**src/rtl/pipe_hz_pkg.sv**
```systemverilog
package pipe_hz_pkg;

    localparam int unsigned NSTAGE   = 6;
    localparam int unsigned TAG_W    = 5;
    localparam int unsigned LAT_W    = 4;
    localparam int unsigned LAT_MAX  = 10;
    localparam int unsigned OPND_IDX = 3;
    localparam int unsigned EX_IDX   = 4;
    localparam int unsigned WB_IDX   = 5;

    localparam logic [LAT_W-1:0] LAT_ONE = LAT_W'(1);
    localparam logic [LAT_W-1:0] LAT_CAP = LAT_W'(LAT_MAX);

    typedef struct packed {
        logic             vld;
        logic [TAG_W-1:0] dst;
        logic [TAG_W-1:0] src_a;
        logic [TAG_W-1:0] src_b;
        logic             ld;
        logic             br;
        logic [LAT_W-1:0] lat;
    } slot_t;

    function automatic logic [LAT_W-1:0] clamp_lat(input logic [LAT_W-1:0] raw);
        if (raw == '0)
            return LAT_ONE;
        if (raw > LAT_CAP)
            return LAT_CAP;
        return raw;
    endfunction

endpackage

```
**src/rtl/hz_detect.sv**
```systemverilog
module hz_detect
    import pipe_hz_pkg::*;
(
    input  slot_t opnd_i,
    input  slot_t ex_i,
    input  logic  ex_busy_i,
    input  logic  br_taken_i,
    output logic  stall_ex_o,
    output logic  stall_lu_o,
    output logic  flush_o
);

    logic dst_live;
    logic src_hit;

    always_comb begin
        // register 0 is never a real producer
        dst_live   = ex_i.vld && ex_i.ld && (ex_i.dst != '0);
        src_hit    = (opnd_i.src_a == ex_i.dst) || (opnd_i.src_b == ex_i.dst);
        stall_ex_o = ex_i.vld && ex_busy_i;
        flush_o    = ex_i.vld && ex_i.br && br_taken_i && !ex_busy_i;
        // a flush outranks the load-use interlock
        stall_lu_o = opnd_i.vld && dst_live && src_hit && !stall_ex_o && !flush_o;
    end

endmodule

```
**src/rtl/hz_busy.sv**
```systemverilog
module hz_busy
    import pipe_hz_pkg::*;
(
    input  logic  clk,
    input  logic  rst_n,
    input  logic  load_i,
    input  slot_t slot_i,
    output logic  busy_o
);

    logic [LAT_W-1:0] cnt_d, cnt_q;

    always_comb begin
        cnt_d = cnt_q;
        if (load_i) begin
            cnt_d = slot_i.vld ? (clamp_lat(slot_i.lat) - LAT_ONE) : '0;
        end else if (cnt_q != '0) begin
            cnt_d = cnt_q - LAT_ONE;
        end
    end

    always_ff @(posedge clk or negedge rst_n) begin
        if (!rst_n) cnt_q <= '0;
        else        cnt_q <= cnt_d;
    end

    assign busy_o = (cnt_q != '0);

endmodule

```
**src/rtl/hz_count.sv**
```systemverilog
module hz_count #(
    parameter int unsigned CNT_W = 32
) (
    input  logic             clk,
    input  logic             rst_n,
    input  logic             retire_i,
    output logic [CNT_W-1:0] cycle_o,
    output logic [CNT_W-1:0] retired_o
);

    typedef struct packed {
        logic [CNT_W-1:0] cyc;
        logic [CNT_W-1:0] ret;
    } cnt_t;

    cnt_t cnt_d, cnt_q;

    always_comb begin
        cnt_d     = cnt_q;
        cnt_d.cyc = cnt_q.cyc + {{(CNT_W-1){1'b0}}, 1'b1};
        cnt_d.ret = cnt_q.ret + {{(CNT_W-1){1'b0}}, retire_i};
    end

    always_ff @(posedge clk or negedge rst_n) begin
        if (!rst_n) cnt_q <= '0;
        else        cnt_q <= cnt_d;
    end

    assign cycle_o   = cnt_q.cyc;
    assign retired_o = cnt_q.ret;

endmodule

```
**src/rtl/pipe_hazard_ctrl.sv**
```systemverilog
module pipe_hazard_ctrl
    import pipe_hz_pkg::*;
#(
    parameter int unsigned CNT_W = 32
) (
    input  logic                   clk,
    input  logic                   rst_n,
    input  logic                   fetch_valid,
    input  logic [TAG_W-1:0]       fetch_dst,
    input  logic [TAG_W-1:0]       fetch_src_a,
    input  logic [TAG_W-1:0]       fetch_src_b,
    input  logic                   fetch_is_load,
    input  logic                   fetch_is_branch,
    input  logic [LAT_W-1:0]       fetch_lat,
    input  logic                   branch_taken,
    output logic                   fetch_ready,
    output logic [NSTAGE-1:0]      stage_adv,
    output logic [NSTAGE-1:0]      stage_bubble,
    output logic [NSTAGE-1:0]      stage_valid,
    output logic                   redirect,
    output logic [CNT_W-1:0]       cycle_count,
    output logic [CNT_W-1:0]       retired_count
);

    slot_t stg_d [NSTAGE];
    slot_t stg_q [NSTAGE];
    slot_t fetch_slot;

    logic ex_busy;
    logic stall_ex;
    logic stall_lu;
    logic flush;

    logic [NSTAGE-1:0] hold;
    logic [NSTAGE-1:0] en;
    logic [NSTAGE-1:0] bub;

    hz_detect u_detect (
        .opnd_i     (stg_q[OPND_IDX]),
        .ex_i       (stg_q[EX_IDX]),
        .ex_busy_i  (ex_busy),
        .br_taken_i (branch_taken),
        .stall_ex_o (stall_ex),
        .stall_lu_o (stall_lu),
        .flush_o    (flush)
    );

    hz_busy u_busy (
        .clk    (clk),
        .rst_n  (rst_n),
        .load_i (en[EX_IDX]),
        .slot_i (stg_d[EX_IDX]),
        .busy_o (ex_busy)
    );

    hz_count #(.CNT_W(CNT_W)) u_count (
        .clk       (clk),
        .rst_n     (rst_n),
        .retire_i  (stg_q[WB_IDX].vld),
        .cycle_o   (cycle_count),
        .retired_o (retired_count)
    );

    // per-stage freeze, enable and bubble control
    for (genvar g = 0; g < NSTAGE; g++) begin : g_stage
        localparam bit UP_EX = (g <= EX_IDX);
        localparam bit UP_OP = (g <= OPND_IDX);

        assign hold[g] = (stall_ex & UP_EX) | (stall_lu & UP_OP);
        assign en[g]   = ~hold[g];

        if (g == 0) begin : g_head
            assign bub[g] = flush;
        end else begin : g_tail
            assign bub[g] = en[g] & (hold[g-1] | (flush & UP_EX));
        end

        assign stage_valid[g] = stg_q[g].vld;
    end

    always_comb begin
        fetch_slot       = '0;
        fetch_slot.vld   = fetch_valid;
        fetch_slot.dst   = fetch_dst;
        fetch_slot.src_a = fetch_src_a;
        fetch_slot.src_b = fetch_src_b;
        fetch_slot.ld    = fetch_is_load;
        fetch_slot.br    = fetch_is_branch;
        fetch_slot.lat   = fetch_lat;

        stg_d[0] = stg_q[0];
        if (en[0])
            stg_d[0] = bub[0] ? '0 : fetch_slot;

        for (int i = 1; i < NSTAGE; i++) begin
            stg_d[i] = stg_q[i];
            if (en[i])
                stg_d[i] = bub[i] ? '0 : stg_q[i-1];
        end
    end

    always_ff @(posedge clk or negedge rst_n) begin
        if (!rst_n) begin
            for (int i = 0; i < NSTAGE; i++)
                stg_q[i] <= '0;
        end else begin
            for (int i = 0; i < NSTAGE; i++)
                stg_q[i] <= stg_d[i];
        end
    end

    assign fetch_ready  = en[0] & ~flush;
    assign stage_adv    = en;
    assign stage_bubble = bub;
    assign redirect     = flush;

endmodule

```
**config.mk**
```make
export PLATFORM = sky130hd
export DESIGN_NAME = pipe_hazard_ctrl
export DESIGN_NICKNAME = d
export VERILOG_FILES = /design/src/rtl/pipe_hz_pkg.sv /design/src/rtl/hz_detect.sv /design/src/rtl/hz_busy.sv /design/src/rtl/hz_count.sv /design/src/rtl/pipe_hazard_ctrl.sv
export SDC_FILE = /design/constraint.sdc
export NUM_CORES = 1
export LEC_CHECK = 0
export ABC_AREA = 1
export BUFFER_PORTS_ARGS = -buffer_cell sky130_fd_sc_hd__buf_2
export CORE_ASPECT_RATIO = 0.8
export CORE_MARGIN = 8
export CORE_UTILIZATION = 35
export CTS_BUF_LIST = sky130_fd_sc_hd__clkbuf_4 sky130_fd_sc_hd__clkbuf_8
export CTS_CLUSTER_DIAMETER = 40
export DETAILED_ROUTE_END_ITERATION = 8
export PLACE_DENSITY = 0.54
export SLEW_MARGIN = 20
export SYNTH_ARGS = -nofsm -noshare
export SYNTH_HDL_FRONTEND = slang
export SYNTH_SLANG_ARGS = --single-unit
export TNS_END_PERCENT = 30
```
**constraint.sdc**
```tcl
create_clock -name clk -period 5.1 [get_ports clk]
set_input_delay 0.765 -clock clk [delete_from_list [all_inputs] [get_ports clk]]
set_output_delay 0.765 -clock clk [all_outputs]
set_load 0.01 [all_outputs]
```
== After elaboration in Yosys (flattened, before gate mapping) ==
Index checks and enable logic that the tools add are counted.

* Flip-flop bits (word level): 179
* Bits of input ports: 25
* Output and inout bits: 84
* Logic and storage cells: 92

* $add $sub $neg: 4
* Magnitude comparators: 1
* Eq/ne operators: 3
* Multiplexer cells: 20
* Bitwise logic cells: 8
* Reduce and logical (&&, ||, !) cells: 17

{| class="wikitable"
|+ Operators with widths
! cell !! count
|-
| $mux 22 || 7
|-
| $add 32x1->32 || 1
|-
| $add 32x1->32 const B || 1
|-
| $mux 4 || 8
|-
| $eq 5x5->1 || 2
|-
| $logic_and 1x1->1 || 10
|-
| $sub 4x1->4 const B || 2
|-
| $mux 1 || 5
|-
| $reduce_bool 5->1 || 1
|-
| $gt 4x4->1 const B || 1
|-
| $logic_not 4->1 || 1
|-
| $reduce_bool 4->1 || 1
|-
| $and 1x1->1 || 3
|-
| $logic_not 1->1 || 3
|-
| $not 1->1 || 3
|-
| $ne 2x1->1 const B || 1
|-
| $or 1x1->1 || 2
|-
| $logic_or 1x1->1 || 1
|}

== Logic depth before layout (Yosys ltp) ==
* Depth after elaboration: 22
* Mapped depth: 17
* Gate-level depth less buffers: 17

== By module ==
From an unflattened synthesis, not the netlist that was laid out.

* Cell total of the unflattened synthesis: 1050
* Area, all modules: 8588.2 um^2

{| class="wikitable"
|+ Modules (own cells, without submodules)
! module !! instances !! cells an instance !! area each (um^2) !! sequential area each (um^2)
|-
| pipe_hazard_ctrl || 1 || 502 || 4573.1 || 2777.7
|-
| hz_count || 1 || 448 || 3457.1 || 1601.5
|-
| hz_busy || 1 || 49 || 334.1 || 100.1
|-
| hz_detect || 1 || 51 || 224.0 || 0.0
|}

== Least setup slack after synthesis ==
Ideal clock, no wire load.

* Kind: reg2out
* From: reg u_busy.cnt_q[0]
* To: out stage_adv[1]
* Data arrival time: 1802 ps
* Required time: 4335 ps
* Setup slack: 2533 ps
* Cell stages (with the launch flop): 9
* Buffers on the path: 2
* Cell sequence: dfrtp_1 inv_1 ha_1 nand2_1 nor2_2 nand3_2 a31oi_4 clkbuf_1 buf_4

* Longest elaborated chain between the ends: 7
* Elaborated cells between the ends (all ways): 10
* Those cells by class: 2 x bitwise; 8 x reduce/logical

{| class="wikitable"
|+ RTL lines
! element !! RTL line !! source
|-
| start: declaration || hz_busy.sv:11 || <nowiki>logic [LAT_W-1:0] cnt_d, cnt_q;</nowiki>
|-
| start signal: assignment || hz_busy.sv:24 || <nowiki>else cnt_q <= cnt_d;</nowiki>
|-
| $reduce_bool 4->1 (*) || hz_busy.sv:27 || <nowiki>assign busy_o = (cnt_q != '0);</nowiki>
|-
| $logic_and 1x1->1 or $logic_not 1->1 (tied branches) || hz_detect.sv:20, hz_detect.sv:21 ||
|-
| $logic_not 1->1 or $logic_and 1x1->1 (tied branches) || hz_detect.sv:23, hz_detect.sv:21 ||
|-
| $logic_and 1x1->1 or $logic_not 1->1 (tied branches) || hz_detect.sv:23 || <nowiki>stall_lu_o = opnd_i.vld && dst_live && src_hit && !stall_ex_o && !flush_o;</nowiki>
|-
| $logic_and 1x1->1 || hz_detect.sv:23 ||
|-
| $or 1x1->1 (*) || n/a ||
|-
| $not 1->1 (*) || n/a ||
|-
| end: declaration || pipe_hazard_ctrl.sv:17 || <nowiki>output logic [NSTAGE-1:0] stage_adv,</nowiki>
|}

Mark *: on every way between the ends. The rest lies on a longest branch, timed or not.

== Worst setup path after layout ==
* From: reg u_busy.cnt_q[0]
* To: out stage_adv[3]

* Longest elaborated chain between the ends: 7
* Elaborated cells between the ends (all ways): 10
* Those cells by class: 2 x bitwise; 8 x reduce/logical

{| class="wikitable"
|+ RTL lines
! element !! RTL line !! source
|-
| $reduce_bool 4->1 (*) || hz_busy.sv:27 ||
|-
| $logic_and 1x1->1 or $logic_not 1->1 (tied branches) || hz_detect.sv:20, hz_detect.sv:21 ||
|-
| $logic_not 1->1 or $logic_and 1x1->1 (tied branches) || hz_detect.sv:23, hz_detect.sv:21 ||
|-
| $logic_and 1x1->1 or $logic_not 1->1 (tied branches) || hz_detect.sv:23 ||
|-
| $logic_and 1x1->1 || hz_detect.sv:23 ||
|-
| $or 1x1->1 (*) || pipe_hazard_ctrl.sv:69 || <nowiki>assign hold[g] = (stall_ex & UP_EX) | (stall_lu & UP_OP);</nowiki>
|-
| $not 1->1 (*) || pipe_hazard_ctrl.sv:70 || <nowiki>assign en[g] = ~hold[g];</nowiki>
|}

Marked as above.

==> summary.txt <==
syn nets: 768
CTS root buffer: clkbuf_8
Area Overhead vs Synth: 14.55%
# resized after CTS: 0
main combinational cell family by area after synthesis: simple AND/OR/NAND/NOR gates
crit path launch type: register
port bufs: 107
vias in the first global route: 5081
Max Clock Freq: 279.3 MHz
CP Class: register to output port
Syn Inst Count: 738
Post CTS Setup Buffer Count: 0
Clk Latency, worst-skew pair: 0.45 ns
Synth Register Bits: 169
DR iter-0 viols: 288
die width: 177.5 um
outcome: complete, no violations
Max-Cap Viols: 0
via/cell ratio: 4.459
vias: 4949
CTS tree: yes
WHS: 0.3010 ns
relative slew slack: 48.31%
hold buffers post-CTS: 0
grt ovf: 0
Core ar.: 20580 sq um
Sink Count: 169
Reg clk slew, reported paths: 0.09 ns
drt wl/cell: 13.41 um
Num CTS Buffers: 17
final setup TNS: 0 ns
first-pass GRT wire length: 25580 um
fin crit period: 3.580 ns
Post-Route WL: 14880 um
critical path peak fanout: 26
Post-Synth Simple-Gate Area: 15.34%
Post-DRT Antenna Nets: 0
most frequent cells in the layout: dfrtp_1 (169), inv_1 (131), nand2_1 (116), buf_2 (106), o22ai_1 (67)
H-tree Lvls: 4
row cnt: 47
sequential share of the synthesized area: 57.93%
compound-cell area share of the yosys netlist: 8.826%
Final nets: 860
pin count of the biggest net entering global routing: 103
synthesized area per cell: 9.893 sq um
period utilization: 70.20%
initial antenna violation count: 0
post-synth design cell area: 7301 sq um
hold crit path type: primary input to asynchronous set/reset pin
Worst-Margin Slew: 0.7754 ns
Top Ports: 109
commonest non-fill, non-tap cell in the layout: dfrtp_1
GRT Overall Usage: 12.00%
Ant. Diodes: 0
fin. max-slew vios: 0
Synth Area in XOR/XNOR: 6.958%
Worst setup EP type: output port
worst path arrival time: 2.82 ns
HPWL Detailed: 10130 um
number of library cell types mapped by synthesis: 35
drt first pass iters: 4
Post-Synth Adder-Cell Area: 0.8569%
Placer Congestion: 0.7943
Lkg Pwr: 0.004336 uW
Cell Area, Placed: 7980 sq um
share of cells above drive strength 1: 20.45%
Die H: 145.2 um
R2R cell count: 8
Worst EP required: 4.34 ns
Die Area: 25770 sq um
Pwr per Cell Area: 518.2 nW/um^2
Initial Util: 35.47%
final setup fails: 0
Ys Warns: 0
RSZ-0062 raised after global routing: no
clk buf depth: 2
Hold Violations, Final: 0
mux cell area share after synthesis: 0%
Worst VDD drop: 231.3 uV
post-route design area: 8363 sq um
number of remaining DRC errors: 0
Worst Clk Skew: 0.01662 ns
## flip-flops by register name, indices dropped and copies added, names as in the netlist
name               flops
stg_q                 95
u_count.cycle_o       32
u_count.retired_o     32
stage_valid            6
u_busy.cnt_q           4
## Yosys cell counts (all sizes together)
library cell	count	area share [%]
a21oi	5	0.34
a31oi	2	0.38
and3	1	0.15
buf	29	2.8
clkbuf	8	0.41
conb	1	0.051
dfrtp	169	58
ha	5	0.86
inv	133	6.8
nand2	119	6.3
nand3	21	1.8
nand3b	1	0.10
nand4	20	1.9
nor2	51	3.3
nor3	10	0.75
nor3b	1	0.26
nor4	4	0.81
o21ai	30	2.1
o21bai	1	0.10
o22ai	67	5.7
o31ai	2	0.21
xnor2	23	2.8
xor2	35	4.2
## layout make-up
| type | instances | area [sq um] |
|---|---|---|
| clock inverters | 10 | 107.6 |
| fillers | 2101 | 12220 |
| well taps | 269 | 336.6 |
| clock buffers | 20 | 275.3 |
| flip-flops and latches | 169 | 4229 |
| inverters | 133 | 499.2 |
| repair buffers | 110 | 576.8 |
| multi-input cells | 399 | 2338 |
## per-stage QoR
| stage | util [%] | instances | setup WS (ns) | power (uW) |
|---|---|---|---|---|
| 2_1_floorplan | - | 738 | 2.533 | 3148 |
| 3_3_place_gp | 38.77 | 1080 | 1.995 | 3419 |
| 3_5_place_dp | 38.77 | 1080 | 1.937 | 3461 |
| 4_1_cts | 40.63 | 1110 | 1.457 | 4417 |
| 5_1_grt | 40.63 | 1110 | 1.250 | 4718 |
| 6_report | 40.63 | 1110 | 1.520 | 4334 |
## worst paths after layout
kind	startpoint	end	slack, ns
worst min register to register	u_count.cycle_o[31]	u_count.cycle_o[31]	0.47
max in group asynchronous	rst_n	u_count.retired_o[15]	3.79
min in group clk	u_count.cycle_o[31]	u_count.cycle_o[31]	0.47
worst max register to register	u_busy.cnt_q[0]	stg_q[128]	1.98
worst min-delay path	rst_n	stg_q[120]	0.30
worst max-delay path	u_busy.cnt_q[0]	stage_adv[3]	1.52
## worst max-delay path: stages, from the launching register on
cell and delay [ns]:
dfrtp_1 0.38, inv_1 0.07, ha_1 0.19, nand2_1 0.09, nand2_1 0.46, inv_2 0.24, a31oi_4 0.68, buf_2 0.26
## cell families (layout without fill, tap and decap cells)
kind of cell | Yosys count | count (layout)
simple gates | 228 | 228
buf+inv | 170 | 273
flops | 169 | 169
compound gates | 107 | 107
xor+xnor | 58 | 58
fa+ha+maj | 5 | 5
other cells | 1 | 1
## routing by layer
metal	track usage, %	wire, um
met1	16.75	7673
met2	17.80	6335
met3	3.034	660
met4	4.120	211
met5	0	0
## power by group
part / switching (uW) / internal (uW) / total [uW] / leakage (uW)
Clock: 502 / 432 / 934 / 0.000198
Combinational: 971 / 503 / 1470 / 0.00196
Sequential: 164 / 1760 / 1930 / 0.00218
Total: 1640 / 2700 / 4330 / 0.00434
(Power assumes the default switching activity.)
